### src/rtl/seg_guard_pkg.sv
package seg_guard_pkg;
  localparam int unsigned SEL_W  = 16;
  localparam int unsigned RPL_W  = 2;

  localparam logic [2:0] SEG_ES = 3'd0;
  localparam logic [2:0] SEG_CS = 3'd1;
  localparam logic [2:0] SEG_SS = 3'd2;
  localparam logic [2:0] SEG_DS = 3'd3;
  localparam logic [2:0] SEG_FS = 3'd4;
  localparam logic [2:0] SEG_GS = 3'd5;

  localparam logic [1:0] CLS_SYS  = 2'd0;
  localparam logic [1:0] CLS_CODE = 2'd1;
  localparam logic [1:0] CLS_DATA = 2'd2;

  localparam logic [1:0] MODE_LEGACY = 2'd0;
  localparam logic [1:0] MODE_COMPAT = 2'd1;
  localparam logic [1:0] MODE_LONG   = 2'd2;

  localparam logic KIND_LOAD = 1'b0;
  localparam logic KIND_MEM  = 1'b1;

  typedef struct packed {
    logic fault;
    logic load_src;
  } verdict_t;

  function automatic logic sel_is_null(input logic [SEL_W-1:0] sel);
    return sel[SEL_W-1:RPL_W] == '0;
  endfunction
endpackage

### src/rtl/sg_rule_eval.sv
module sg_rule_eval
  import seg_guard_pkg::*;
(
  input  logic             kind_i,
  input  logic [2:0]       seg_i,
  input  logic [SEL_W-1:0] sel_i,
  input  logic [1:0]       cls_i,
  input  logic             rd_i,
  input  logic             wr_i,
  input  logic [1:0]       cpl_i,
  input  logic [1:0]       mode_i,
  output verdict_t         verdict_o
);
  logic nul, is_cs, is_ss, is_data_reg;
  logic cs_bad, ss_bad, dreg_bad, ss_null_bad, mem_bad;

  assign nul         = sel_is_null(sel_i);
  assign is_cs       = seg_i == SEG_CS;
  assign is_ss       = seg_i == SEG_SS;
  assign is_data_reg = !is_cs && !is_ss;

  always_comb begin
    unique case (mode_i)
      MODE_LONG:   ss_null_bad = (cpl_i == 2'd3) || (sel_i[RPL_W-1:0] != cpl_i);
      default:     ss_null_bad = 1'b1;
    endcase
  end

  assign cs_bad   = nul || (cls_i != CLS_CODE);
  assign ss_bad   = nul ? ss_null_bad : !((cls_i == CLS_DATA) && wr_i);
  assign dreg_bad = !nul && ((cls_i == CLS_SYS) || ((cls_i == CLS_CODE) && !rd_i));
  assign mem_bad  = is_data_reg && nul;

  always_comb begin
    verdict_o.load_src = (kind_i == KIND_LOAD);
    if (kind_i == KIND_MEM)  verdict_o.fault = mem_bad;
    else if (is_cs)          verdict_o.fault = cs_bad;
    else if (is_ss)          verdict_o.fault = ss_bad;
    else                     verdict_o.fault = dreg_bad;
  end
endmodule

### src/rtl/sg_errcode_gen.sv
module sg_errcode_gen
  import seg_guard_pkg::*;
(
  input  verdict_t         verdict_i,
  input  logic [SEL_W-1:0] sel_i,
  output logic [SEL_W-1:0] err_o
);
  // bits 1:0 stay zero: not a vector-table reference, not external
  always_comb begin
    err_o = '0;
    if (verdict_i.fault && verdict_i.load_src)
      err_o = {sel_i[SEL_W-1:RPL_W], {RPL_W{1'b0}}};
  end
endmodule

### src/rtl/sg_result_reg.sv
module sg_result_reg
  import seg_guard_pkg::*;
(
  input  logic             clk_i,
  input  logic             rst_ni,
  input  logic             valid_i,
  input  logic             fault_i,
  input  logic [SEL_W-1:0] err_i,
  output logic             fault_o,
  output logic [SEL_W-1:0] err_o,
  output logic             done_o
);
  always_ff @(posedge clk_i or negedge rst_ni) begin
    if (!rst_ni) begin
      fault_o <= 1'b0;
      err_o   <= '0;
      done_o  <= 1'b0;
    end else begin
      done_o <= valid_i;
      if (valid_i) begin
        fault_o <= fault_i;
        err_o   <= err_i;
      end
    end
  end
endmodule

### src/rtl/seg_load_guard.sv
module seg_load_guard
  import seg_guard_pkg::*;
(
  input  logic        clk_i,
  input  logic        rst_ni,
  input  logic        req_valid_i,
  input  logic        req_kind_i,
  input  logic [2:0]  req_seg_i,
  input  logic [15:0] req_sel_i,
  input  logic [1:0]  desc_class_i,
  input  logic        desc_read_i,
  input  logic        desc_write_i,
  input  logic [1:0]  cpl_i,
  input  logic [1:0]  mode_i,
  output logic        fault_o,
  output logic [15:0] err_code_o,
  output logic        done_o
);
  verdict_t         verdict;
  logic [SEL_W-1:0] err_d;

  sg_rule_eval u_rules (
    .kind_i   (req_kind_i),
    .seg_i    (req_seg_i),
    .sel_i    (req_sel_i),
    .cls_i    (desc_class_i),
    .rd_i     (desc_read_i),
    .wr_i     (desc_write_i),
    .cpl_i    (cpl_i),
    .mode_i   (mode_i),
    .verdict_o(verdict)
  );

  sg_errcode_gen u_err (
    .verdict_i(verdict),
    .sel_i    (req_sel_i),
    .err_o    (err_d)
  );

  sg_result_reg u_res (
    .clk_i  (clk_i),
    .rst_ni (rst_ni),
    .valid_i(req_valid_i),
    .fault_i(verdict.fault),
    .err_i  (err_d),
    .fault_o(fault_o),
    .err_o  (err_code_o),
    .done_o (done_o)
  );
endmodule

### config.mk
export PLATFORM = sky130hd
export DESIGN_NAME = seg_load_guard
export DESIGN_NICKNAME = d
export VERILOG_FILES = /design/src/rtl/seg_guard_pkg.sv /design/src/rtl/sg_rule_eval.sv /design/src/rtl/sg_errcode_gen.sv /design/src/rtl/sg_result_reg.sv /design/src/rtl/seg_load_guard.sv
export SDC_FILE = /design/constraint.sdc
export NUM_CORES = 1
export LEC_CHECK = 0
export ABC_AREA = 1
export BUFFER_PORTS_ARGS = -buffer_cell sky130_fd_sc_hd__buf_2
export CAP_MARGIN = 40
export CORE_ASPECT_RATIO = 0.9
export CORE_MARGIN = 3
export CORE_UTILIZATION = 46
export DETAILED_ROUTE_END_ITERATION = 8
export GPL_ROUTABILITY_DRIVEN = 0
export PLACE_DENSITY = 0.81
export SYNTH_ARGS = -nofsm -noshare
export SYNTH_HDL_FRONTEND = slang
export SYNTH_SLANG_ARGS = --single-unit
### constraint.sdc
create_clock -name clk_i -period 1.36 [get_ports clk_i]
set_clock_uncertainty 0.15 [all_clocks]
set_input_delay 0.272 -clock clk_i [delete_from_list [all_inputs] [get_ports clk_i]]
set_output_delay 0.272 -clock clk_i [all_outputs]
set_load 0.03 [all_outputs]
==> results of run 1 <==
## cell type report
| cell class | count | area [sq um] | area share, % |
|---|---|---|---|
| multi-input cells | 84 | 423 | 32.7 |
| well taps | 24 | 30.0 | 2.32 |
| flip-flops and latches | 16 | 400 | 30.9 |
| clock buffers | 3 | 22.5 | 1.74 |
| repair buffers | 57 | 365 | 28.2 |
| inverters | 14 | 52.6 | 4.06 |
## cell families (layout without fill, tap and decap cells)
group | count (synthesis) | after routing | synth area share (%)
DFF | 16 | 16 | 45.5
other | 1 | 2 | 0.426
and+or+nand+nor | 64 | 64 | 28.4
AOI/OAI and AO/OA | 18 | 18 | 15.4
buffers and inverters | 20 | 74 | 10.2
## layer usage
| metal | share of wire (%) | wire length, um |
|---|---|---|
| met4 | 0.66 | 14 |
| met5 | 0 | 0 |
| met3 | 6.8 | 144 |
| met2 | 48 | 1030 |
| met1 | 44 | 937 |
## power groups by stage
| stage | clock network, mW | logic (mW) | registers (mW) |
|---|---|---|---|
| detailed placement | 0 | 0.307 | 0.531 |
| global route | 0.269 | 0.355 | 0.526 |
| floorplan | 0 | 0.110 | 0.595 |
| finish | 0.237 | 0.326 | 0.522 |
| global placement | 0 | 0.300 | 0.530 |
| CTS | 0.243 | 0.311 | 0.522 |
## through the flow
stage,TNS [ps],util (%)
floorplan,0,-
global placement,-2820,69.1
detailed placement,-3760,69.1
CTS,0,71.2
global route,-25.2,74.6
finish,0,74.6
## registers in the layout, indices dropped and copies added (netlist names)
signal         count
u_res.fault_o      1
u_res.done_o       1
u_res.err_o       14
## layout by cell type, fill, tap and decap left out, types with 2 or more instances in the layout
cell	synthesis	final
sky130_fd_sc_hd__buf_2	0	42
sky130_fd_sc_hd__nand2_1	42	41
sky130_fd_sc_hd__dfrtp_1	16	16
sky130_fd_sc_hd__inv_1	13	13
sky130_fd_sc_hd__nor2_1	15	9
sky130_fd_sc_hd__o21ai_2	9	9
sky130_fd_sc_hd__buf_4	2	8
sky130_fd_sc_hd__nor2_2	0	5
sky130_fd_sc_hd__nand3_1	5	5
sky130_fd_sc_hd__o21ai_1	0	5
sky130_fd_sc_hd__buf_6	1	4
sky130_fd_sc_hd__clkbuf_4	0	3
sky130_fd_sc_hd__nand2_2	1	2
sky130_fd_sc_hd__a21oi_2	0	2
sky130_fd_sc_hd__conb_1	1	2
sky130_fd_sc_hd__buf_12	0	2
## synthesized netlist by cell type
cell                       instances  area share (%)
sky130_fd_sc_hd__o21ai_2           9             9.0
sky130_fd_sc_hd__nor3_1            1            0.57
sky130_fd_sc_hd__conb_1            1            0.43
sky130_fd_sc_hd__clkinv_1          1            0.43
sky130_fd_sc_hd__buf_4             2             1.7
sky130_fd_sc_hd__a21oi_4           1             1.8
sky130_fd_sc_hd__o21ai_0           6             3.4
sky130_fd_sc_hd__a21oi_1           2             1.1
sky130_fd_sc_hd__nand2_1          42              18
sky130_fd_sc_hd__clkbuf_1          3             1.3
sky130_fd_sc_hd__buf_6             1             1.3
sky130_fd_sc_hd__nor2_1           15             6.4
sky130_fd_sc_hd__inv_1            13             5.5
sky130_fd_sc_hd__nand2_2           1            0.71
sky130_fd_sc_hd__nand3_1           5             2.8
sky130_fd_sc_hd__dfrtp_1          16              46
## repair_timing
| action | in CTS | in global routing |
|---|---|---|
| setup buffers | 0 | 1 |
| endpoints found under the setup margin | 2 | 15 |
| hold buffers | 1 | 0 |
| hold endpoints to repair | 16 | 0 |
| pin swaps | 0 | 11 |
| resized for setup | 1 | 18 |
## worst paths after layout
check	depth (start not counted)	slack, ps	end	from
max	1	90	fault_o	u_res.fault_o$_DFFE_PN0P_
min	3	80	u_res.err_o[7]$_DFFE_PN0P_	req_sel_i[7]
max reg2reg	2	500	u_res.fault_o$_DFFE_PN0P_	u_res.fault_o$_DFFE_PN0P_
min reg2reg	2	330	u_res.err_o[7]$_DFFE_PN0P_	u_res.err_o[7]$_DFFE_PN0P_
max in group asynchronous	2	520	u_res.err_o[6]$_DFFE_PN0P_	rst_ni
min in group asynchronous	2	280	u_res.err_o[11]$_DFFE_PN0P_	rst_ni
==> run summary, run 1 <==
After layout, the worst setup slack is 90.5 ps. The clock period could shrink to 1270 ps. The logs give 48.1% for the sequential power share and 119 for the post-synthesis instance total. The count of final hold-check violations was 0; the number of max-cap violations was 0. Synthesized flop and latch total: 16.

Row generation in the floorplan step produced 14 rows. The first global-routing pass estimated 3220 um of wire. The count of pins over their slew limit was 0. The post-detailed-route count of antenna-violating nets is 0.

The critical path goes through buf_2. Data arrives at the worst endpoint at 850 ps. The synthesis-to-finish area growth was 47.1%. The worst-skew pair later-pin latency was 280 ps.

Pin placement for this block handled 49 I/O pins. The tools report the peak ir drop on the vdd network as 479 uV. After the first detailed-routing iteration, the DRC count stood at 21. The floorplan core area is 1730 sq um.

The met2 global-route usage was 30.8%. Clock tree synthesis found a total of 16 sinks. The cell chosen for the clock root was sky130_fd_sc_hd__clkbuf_4.

Chip width: 52.1 um. The analysis attributes to net switching a power of 345 uW. The mean instance size in the synthesized netlist works out to 7.39 sq um. The full die area came out at 2470 sq um.

Global routing consumed, over all layers together, 17.7% of the routing resources. The HPWL after detailed placement is 1680 um. Combinational logic is responsible for 30.0% of the overall power. The mapped netlist covers 880 sq um. Of the available clock period, the critical path in the final layout requires 93.3%. In this run the worst path has a maximum fanout of 2. The count of port buffers added during placement is 46.

The power density over cell area is 838 nW/um^2, and the number of antenna violations at the first check in global routing is 0. Of the synthesized area, sequential elements account for 45.5%. After detailed placement, the design holds a cell count of 193.

The tools report the capturing element type of the critical path as an output port. The largest net degree at the start of global routing was 17; the initial core utilization was 50.7%. The ratio of cells with drive above 1 in the final layout was 45.4%.

Wires add up to 2130 um. TritonCTS built the clock tree. The number of buffers and inverters on the critical path works out to 1.

At the placement stage, the worst setup path has a slack of -286 ps. For met3 alone, demand over resource in global routing was 3.74%. The run gives 809 as the number of global-route vias before repair. The layout filler cell count was 134. Setup violations remaining at the end of the flow were counted as 0. In this design, the stage delay of the slowest critical-path cell is 390 ps. For the buffer depth of the longest clock path, the log shows 2.

The vertical extent of the die was 47.5 um. For the layout net count, the log shows 207. In this design, the largest share of critical-path delay is due to flip-flops. Buffers inserted during clock tree synthesis total 3. The slowest stage of the critical path belongs to the cell sky130_fd_sc_hd__dfrtp_1. The required time at the endpoint of the critical path is 940 ps, and the part of the total power dissipated in the clock network is 21.8%.

The run gives 0 as the final global-route overflow total. The DRC violations left came out at 0. The setup path with the least slack is of type register to output port.

The tightest min-delay check is of the input pin to register type. The finished cells cover 1290 sq um. Clock-pin slew was measured on the worst setup and hold paths at 90 ps. Based on the critical path, the design can be clocked at up to 788 MHz. The met1 track utilization from global routing came out at 21.2%. For this design the static power due to leakage is 0.731 nW. The flow ran to the end, and the final reports show no timing, DRC or antenna violations. The antenna diode count is 0, and the depth of the CTS H-tree is 1. The internal power of the cells totals 739 uW.

Dividing the detail-routed via count by the number of cells gives 4.63. The switching share of power works out to 31.8%. Yosys printed 0 warnings. The layer flagged by global routing as most heavily used is met2. The post-layout total power is 1.08 mW. The placed instances occupy a cell area of 1200 sq um. Synthesis instantiated 16 different standard cells from the library. The routed length per instance came out at 10.7 um. Via total after detailed routing: 916. Before antenna repair, the detailed router went through 4 iterations.

Hold timing on the final database bottoms out at a slack of 81.9 ps. STA classifies the critical path startpoint as a register. The finished layout holds 198 standard cells, fillers aside.
(Power assumes the default switching activity.)
==> inputs of run 2 (changes only) <==
--- a/config.mk
+++ b/config.mk
@@ -12,8 +12,9 @@
 export CORE_MARGIN = 3
 export CORE_UTILIZATION = 46
 export DETAILED_ROUTE_END_ITERATION = 8
-export GPL_ROUTABILITY_DRIVEN = 0
+export HOLD_SLACK_MARGIN = 0.1
 export PLACE_DENSITY = 0.81
+export SLEW_MARGIN = 10
 export SYNTH_ARGS = -nofsm -noshare
 export SYNTH_HDL_FRONTEND = slang
 export SYNTH_SLANG_ARGS = --single-unit
==> run 2 against run 1 <==
The run now ends with negative setup slack left. Power is 3.9% higher. Final area grew 9.2%. Register-to-register slack hardly changed. Maximum frequency is 8.4% lower. Utilization rose by 6.9 points. Non-clock buffer count is 9 higher. Hold slack improved by 36 ps. Critical endpoint is now u_res.err_o[7]$_DFFE_PN0P_.
==> run summary, run 2 (synthesis gave the netlist of run 1 again) <==
The flow ran to the end, but the final reports show violations. The checks that failed: negative setup slack. The tools report the worst slack on hold paths as 118 ps (+35.9 ps). The total detailed-routing wirelength is 2660 um (+25%), and the largest net degree at the start of global routing is 17 (unchanged). The violation count after the first detailed-routing iteration is 22 (+4.8%), and the number of flip-flops under the largest register name is 14 (unchanged). The required time at the endpoint of the critical path is 1430 ps (+490 ps).

The clock-pin slew reported for the worst setup and hold paths after clock tree synthesis works out to 90 ps (about the same). The largest registers in the layout are u_res.err_o: 14 flops, u_res.done_o: 1 flops, u_res.fault_o: 1 flops. Traced cell by cell, the critical path runs through buf_2 > nor2_1 > inv_1 > nor2_2 > nand2_2 > clkinv_1 > nand3_1 > nand2_1 > nand2_2 > buf_12 > o21ai_4.

The tools report the number of max-cap violations as 0 (unchanged). The fraction of the cycle the final worst path needs was 102% (+8.6 points). Worst-skew pair later-pin latency: 280 ps (about the same). The tools report the total setup violations reported at the end of the flow as 12 (+12). The full die area is 2470 sq um (unchanged), and the number of antenna violations at the first check in global routing is 0 (unchanged). The number of I/O pins came out at 49 (unchanged). On the critical path the largest part of the delay comes from simple AND/OR/NAND/NOR gates.

For the floorplan core area, the log shows 1730 sq um (unchanged). The vertical extent of the die works out to 47.5 um (unchanged). The post-layout total power was 1.13 mW (+3.9%). The antenna diode count was 0 (unchanged). The final global-route overflow total is 0 (unchanged). Ratio of cells with drive above 1 in the final layout: 43.7% (-1.7 points). STA classifies the critical path endpoint as a register.

Power density over cell area: 798 nW/um^2 (-4.8%). The most frequent standard cell in the layout excluding fill and tap cells was sky130_fd_sc_hd__nand2_1. For the count of TritonRoute iterations in the first routing pass, the log shows 4 (unchanged).

Kind of critical path: input pin to register. The initial core utilization is 50.7% (unchanged). Setup slack after layout: -26.6 ps (-117 ps). The run gives 81.5% (+6.9 points) as the share of the core filled with cells in the final layout. The cell sitting at the root of the clock tree is a sky130_fd_sc_hd__clkbuf_4. The post-detailed-route count of antenna-violating nets is 0 (unchanged).

Leakage power: 0.776 nW (+6.2%). Relative to the synthesized area, the layout overhead comes to 60.6%. The tools report the arrival time of the worst setup path as 1450 ps (+600 ps). Most repeated library cell on the critical path: sky130_fd_sc_hd__nand2_2.

Maximum clock frequency: 721 MHz (-8.4%). The peak ir drop on the vdd network was 471 uV (-1.6%). The library cells used most frequently in the layout, excluding fill and tap cells, are sky130_fd_sc_hd__nand2_1, sky130_fd_sc_hd__buf_2, sky130_fd_sc_hd__dfrtp_1, sky130_fd_sc_hd__inv_1, sky130_fd_sc_hd__dlygate4sd3_1. The count of port buffers added during placement works out to 46 (unchanged). DRC violations left: 0 (unchanged).

The detailed-route vias per instance was 4.89 (+5.8%). First-pass GRT wire length: 3580 um (+11%). The logs give 19.8% (+2.1 points) for the total global routing track utilization and 873 (+7.9%) for the number of global-route vias before repair.

Class of the worst hold path: input pin to register. The peak per-stage delay on the critical path was 170 ps (-220 ps). The via total after detailed routing came out at 1013 (+11%). Buffer depth of the longest clock path: 2 (unchanged).

The number of sinks handled by clock tree synthesis was 16 (unchanged); the routed length per instance was 12.8 um (+20%). The chip width was 52.1 um (unchanged). Critical path startpoint category: an input pin. The count of final hold-check violations is 0 (unchanged). The shortest clock period the worst path allows after layout is 1390 ps (+117 ps). For the post-DP HPWL, the log shows 1680 um (unchanged). The run gives 0 (unchanged) as the count of pins over their slew limit. The maximum fanout along the worst path came out at 8 (+6). Top register by number of flip-flops: u_res.err_o. For the depth of the CTS H-tree, the log shows 1 (unchanged).

Routability-driven placement finished with a final weighted congestion of 0.761. The CTS buffer count came out at 3 (unchanged). The run gives 216 (+4.3%) as the layout net count. The number of buffers and inverters on the critical path works out to 4 (+3).

TritonCTS built the clock tree. For the number of cell rows, the log shows 14 (unchanged). The critical path's slowest cell was sky130_fd_sc_hd__buf_12.
## run 2: cell types whose count changed in the layout (fill, tap and decap cells not counted), sizes merged
cell	before	now
dlygate4sd3	1	10
## run 2: per-stage QoR
| stage | TNS [ps] | instance area, sq um | cells | setup WS (ps) |
|---|---|---|---|---|
| 4_1_cts | 0 | 1310 | 204 | 11.0 |
| 5_1_grt | -1050 | 1410 | 207 | -91.9 |
| 6_report | -143 | 1410 | 207 | -26.6 |
| 3_5_place_dp | -3760 | 1200 | 193 | -286 |
| 2_1_floorplan | 0 | 883 | 120 | 10.7 |
| 3_3_place_gp | -2820 | 1200 | 193 | -214 |
## run 2: tightest hold or removal path, delay by kind of cell
kind | cells | cell delay [ps]
buffers and inverters | 1 | 110
AND/OR/NAND/NOR | 1 | 70
AO/OA/AOI/OAI | 1 | 60
## run 2: worst paths after layout
path | start | to | slack (ps) | depth (start not counted)
setup reg to reg | u_res.fault_o$_DFFE_PN0P_ | u_res.fault_o$_DFFE_PN0P_ | 500 | 2
setup / recovery | req_sel_i[11] | u_res.err_o[7]$_DFFE_PN0P_ | -30 | 11
max in group asynchronous | rst_ni | u_res.err_o[6]$_DFFE_PN0P_ | 520 | 2
min in group asynchronous | rst_ni | u_res.err_o[10]$_DFFE_PN0P_ | 280 | 2
hold / removal | req_sel_i[6] | u_res.err_o[6]$_DFFE_PN0P_ | 120 | 3
hold reg to reg | u_res.err_o[13]$_DFFE_PN0P_ | u_res.err_o[13]$_DFFE_PN0P_ | 340 | 2
## run 2: layout make-up
cell class | instances | area [sq um]
Fill cell | 107 | 322
Clock buffer | 3 | 22.5
Sequential cell | 16 | 400
Tap cell | 24 | 30.0
Timing Repair Buffer | 66 | 474
Multi-Input combinational cell | 84 | 433
Inverter | 14 | 52.6
## run 2: repair_timing
| item | in CTS | in global routing |
|---|---|---|
| setup buffers | 0 | 1 |
| pin swaps | 0 | 14 |
| endpoints found under the hold margin | 23 | 2 |
| endpoints found under the setup margin | 2 | 15 |
| hold buffers | 8 | 2 |
| resized for setup | 1 | 22 |
## run 2: per-layer routing
metal	global-route usage, %	vias up	share of wire, %
met2	35.3	60	51
met3	3.74	10	7.4
met5	0	-	0
met4	10.5	0	3.0
met1	23.1	451	38
li1	-	492	-
## run 2: report_power, final
group	leakage (nW)	total [mW]	switching, mW	internal [mW]
Clock	0.0138	0.242	0.139	0.103
Sequential	0.213	0.522	0.0160	0.506
Combinational	0.550	0.363	0.209	0.153
==> inputs of run 3 (changes only) <==
--- a/config.mk
+++ b/config.mk
@@ -14,6 +14,7 @@
 export DETAILED_ROUTE_END_ITERATION = 8
 export HOLD_SLACK_MARGIN = 0.1
 export PLACE_DENSITY = 0.81
+export REMOVE_ABC_BUFFERS = 1
 export SLEW_MARGIN = 10
 export SYNTH_ARGS = -nofsm -noshare
 export SYNTH_HDL_FRONTEND = slang
==> run 3 against run 2 <==
The flow now finishes without violations. Largest power group unchanged. Count of clock-buffer cells in the layout unchanged. Power decreased by 3.5%. Sequential power about the same. Utilization decreased by 8.6 points. Critical path type unchanged.
==> run summary, run 3 (synthesis gave the netlist of run 1 again) <==
The flow ran to the end, and the final reports show no timing, DRC or antenna violations. Leaving out fill and tap cells, the most frequent cells in the layout are sky130_fd_sc_hd__buf_2, sky130_fd_sc_hd__nand2_1, sky130_fd_sc_hd__dfrtp_1, sky130_fd_sc_hd__inv_1, sky130_fd_sc_hd__nor2_1. Clock-pin slew reported for the worst setup and hold paths after clock tree synthesis: 90 ps (about the same). The total detailed-routing wirelength was 2270 um (-15%); the final design area excluding fillers was 1260 sq um (-11%).

The total setup violations reported at the end of the flow was 0 (-12). The run gives 2470 sq um (unchanged) as the full die area. Antenna diode count: 0 (unchanged). The tools report the CTS buffer count as 3 (unchanged).

The share of the core filled with cells in the final layout was 72.9% (-8.6 points); the final weighted congestion in routability-driven placement was 0.758 (-0.46%). Kind of critical path: input pin to register. The count of TritonRoute iterations in the first routing pass is 4 (unchanged), and the maximum fanout along the worst path is 7 (-1). The run gives 1730 sq um (unchanged) as the floorplan core area. The critical path goes through buf_2 > nor2_1 > nand2_1 > nor2_1 > nand2_2 > a21oi_1 > nand2_2 > clkbuf_16 > o21ai_2. The power density over cell area was 860 nW/um^2 (+7.8%). STA classifies the critical path endpoint as a register.

The peak per-stage delay on the critical path came out at 180 ps (about the same). The initial core utilization was 50.7% (unchanged). The pre-CTS setup slack is -255 ps (+31.3 ps).

The tools report the critical path startpoint category as an input pin. The shortest clock period the worst path allows after layout was 1300 ps (-86.5 ps); the layout filler cell count was 154 (+44%). The tools report the required time at the endpoint of the critical path as 1430 ps (about the same).

The depth of the CTS H-tree is 1 (unchanged). The vertical extent of the die came out at 47.5 um (unchanged). For the DRC violations left, the log shows 0 (unchanged). The layout net count is 205 (-5.1%). For this design, the slowest cell found on the critical path is sky130_fd_sc_hd__clkbuf_16. The number of I/O pins is 49 (unchanged), and the ratio of cells with drive above 1 in the final layout is 43.6% (-0.11 points). The violation count after the first detailed-routing iteration is 19 (-14%). The logs give 1.09 mW (-3.5%) for the post-layout total power and 18.6% (-1.2 points) for the total global routing track utilization.

The tools report the number of max-cap violations as 0 (unchanged). The count of pins over their slew limit was 0 (unchanged); the worst-skew pair later-pin latency was 280 ps (about the same). The post-detailed-route count of antenna-violating nets was 0 (unchanged). The tools report the buffer depth of the longest clock path as 2 (unchanged). Ranked by flip-flop count, first place goes to u_res.err_o.

The detailed-route vias per instance works out to 4.71 (-3.7%). The cell chosen for the clock root was sky130_fd_sc_hd__clkbuf_4. The path class of the tightest hold or removal check is input pin to register. The post-DP HPWL is 1690 um (+0.73%), and the count of port buffers added during placement is 46 (unchanged).

The number of flip-flops under the largest register name works out to 14 (unchanged). The maximum clock frequency was 769 MHz (+6.7%). The logs give 0 (unchanged) for the final global-route overflow total and 868 (-0.57%) for the number of global-route vias before repair. The number of sinks handled by clock tree synthesis is 16 (unchanged), and the worst slack on hold paths is 89.3 ps (-28.6 ps). The cell family contributing the most delay on the critical path is simple AND/OR/NAND/NOR gates. The run gives 59.9 ps (+86.5 ps) as the setup slack after layout.

The run gives 0 (unchanged) as the number of antenna violations at the first check in global routing. Number of cell rows: 14 (unchanged). TritonCTS built the clock tree. For the first-pass GRT wire length, the log shows 3420 um (-4.4%).

The run gives 0 (unchanged) as the count of final hold-check violations. The most frequent standard cell in the layout excluding fill and tap cells is sky130_fd_sc_hd__buf_2. The run gives 17 (unchanged) as the largest net degree at the start of global routing.

The chip width was 52.1 um (unchanged). The peak ir drop on the vdd network is 456 uV (-3.3%). In the final layout, the registers with the most flip-flops are u_res.err_o: 14 flops, u_res.done_o: 1 flops, u_res.fault_o: 1 flops. The tools report the arrival time of the worst setup path as 1370 ps (-80 ps). The fraction of the cycle the final worst path needs is 95.6% (-6.4 points), and the number of buffers and inverters on the critical path is 2 (-2). The placement-stage cell area was 1150 sq um (-4.2%); the routed length per instance was 11.6 um (-9.9%). The synthesis-to-finish area growth came out at 43.7%.

Leakage power: 0.722 nW (-7.0%). The via total after detailed routing came out at 924 (-8.8%).
## run 3: cell types whose count changed in the layout (fill, tap and decap cells not counted), sizes merged
cell,delta
clkbuf,+1
inv,+1
buf,-6
dlygate4sd3,-6
clkinv,-1
## run 3: metrics by stage
stage | TNS (ps) | cells
2_1_floorplan | -294 | 114
3_3_place_gp | -2390 | 188
3_5_place_dp | -3300 | 188
4_1_cts | 0 | 195
5_1_grt | -7.30 | 196
6_report | 0 | 196
## run 3: repair_timing
item                       4_1_cts  5_1_grt
gates cloned                     0        1
buffers inserted                 0        0
hold buffers                     4        0
setup endpoints to repair        1       15
hold endpoints to repair        19        0
resized for setup                1       14
pin swaps                        0        4
## run 3: per-layer routing
layer	vias up	wire length (um)	share of wire (%)	GRT usage (%)
li1	472	-	-	-
met1	406	953	42	20.7
met2	44	1120	49	37.1
met3	2	171	7.5	1.56
met4	0	21	0.93	7.85
met5	-	0	0	0
## run 3: power by group
group          switching (mW)  leakage (nW)  internal [mW]
logic                   0.196         0.496          0.123
registers              0.0154         0.213          0.506
clock network           0.143        0.0138          0.103
total                   0.355         0.722          0.732
## run 3: worst paths after layout
path                                        startpoint                          end  slack (ps)  cells past startpoint
max reg2reg                  u_res.fault_o$_DFFE_PN0P_    u_res.fault_o$_DFFE_PN0P_         520                      2
min in group asynchronous                       rst_ni   u_res.err_o[3]$_DFFE_PN0P_         280                      2
min reg2reg                u_res.err_o[14]$_DFFE_PN0P_  u_res.err_o[14]$_DFFE_PN0P_         340                      2
max in group asynchronous                       rst_ni  u_res.err_o[12]$_DFFE_PN0P_         520                      2
min                                       req_sel_i[2]   u_res.err_o[2]$_DFFE_PN0P_          90                      3
max                                      req_sel_i[15]   u_res.err_o[7]$_DFFE_PN0P_          60                      9
## run 3: layout make-up
type,count,area (sq um),share of cell area [%]
multi-input cells,84,420,33.3
flip-flops and latches,16,400,31.7
clock buffers,3,22.5,1.78
repair buffers,55,338,26.7
well taps,24,30.0,2.38
inverters,14,52.6,4.16
## run 3: worst min-delay path: stages
cell and delay [ps]:
sky130_fd_sc_hd__buf_2 110, sky130_fd_sc_hd__nand2_1 50, sky130_fd_sc_hd__o21ai_1 60
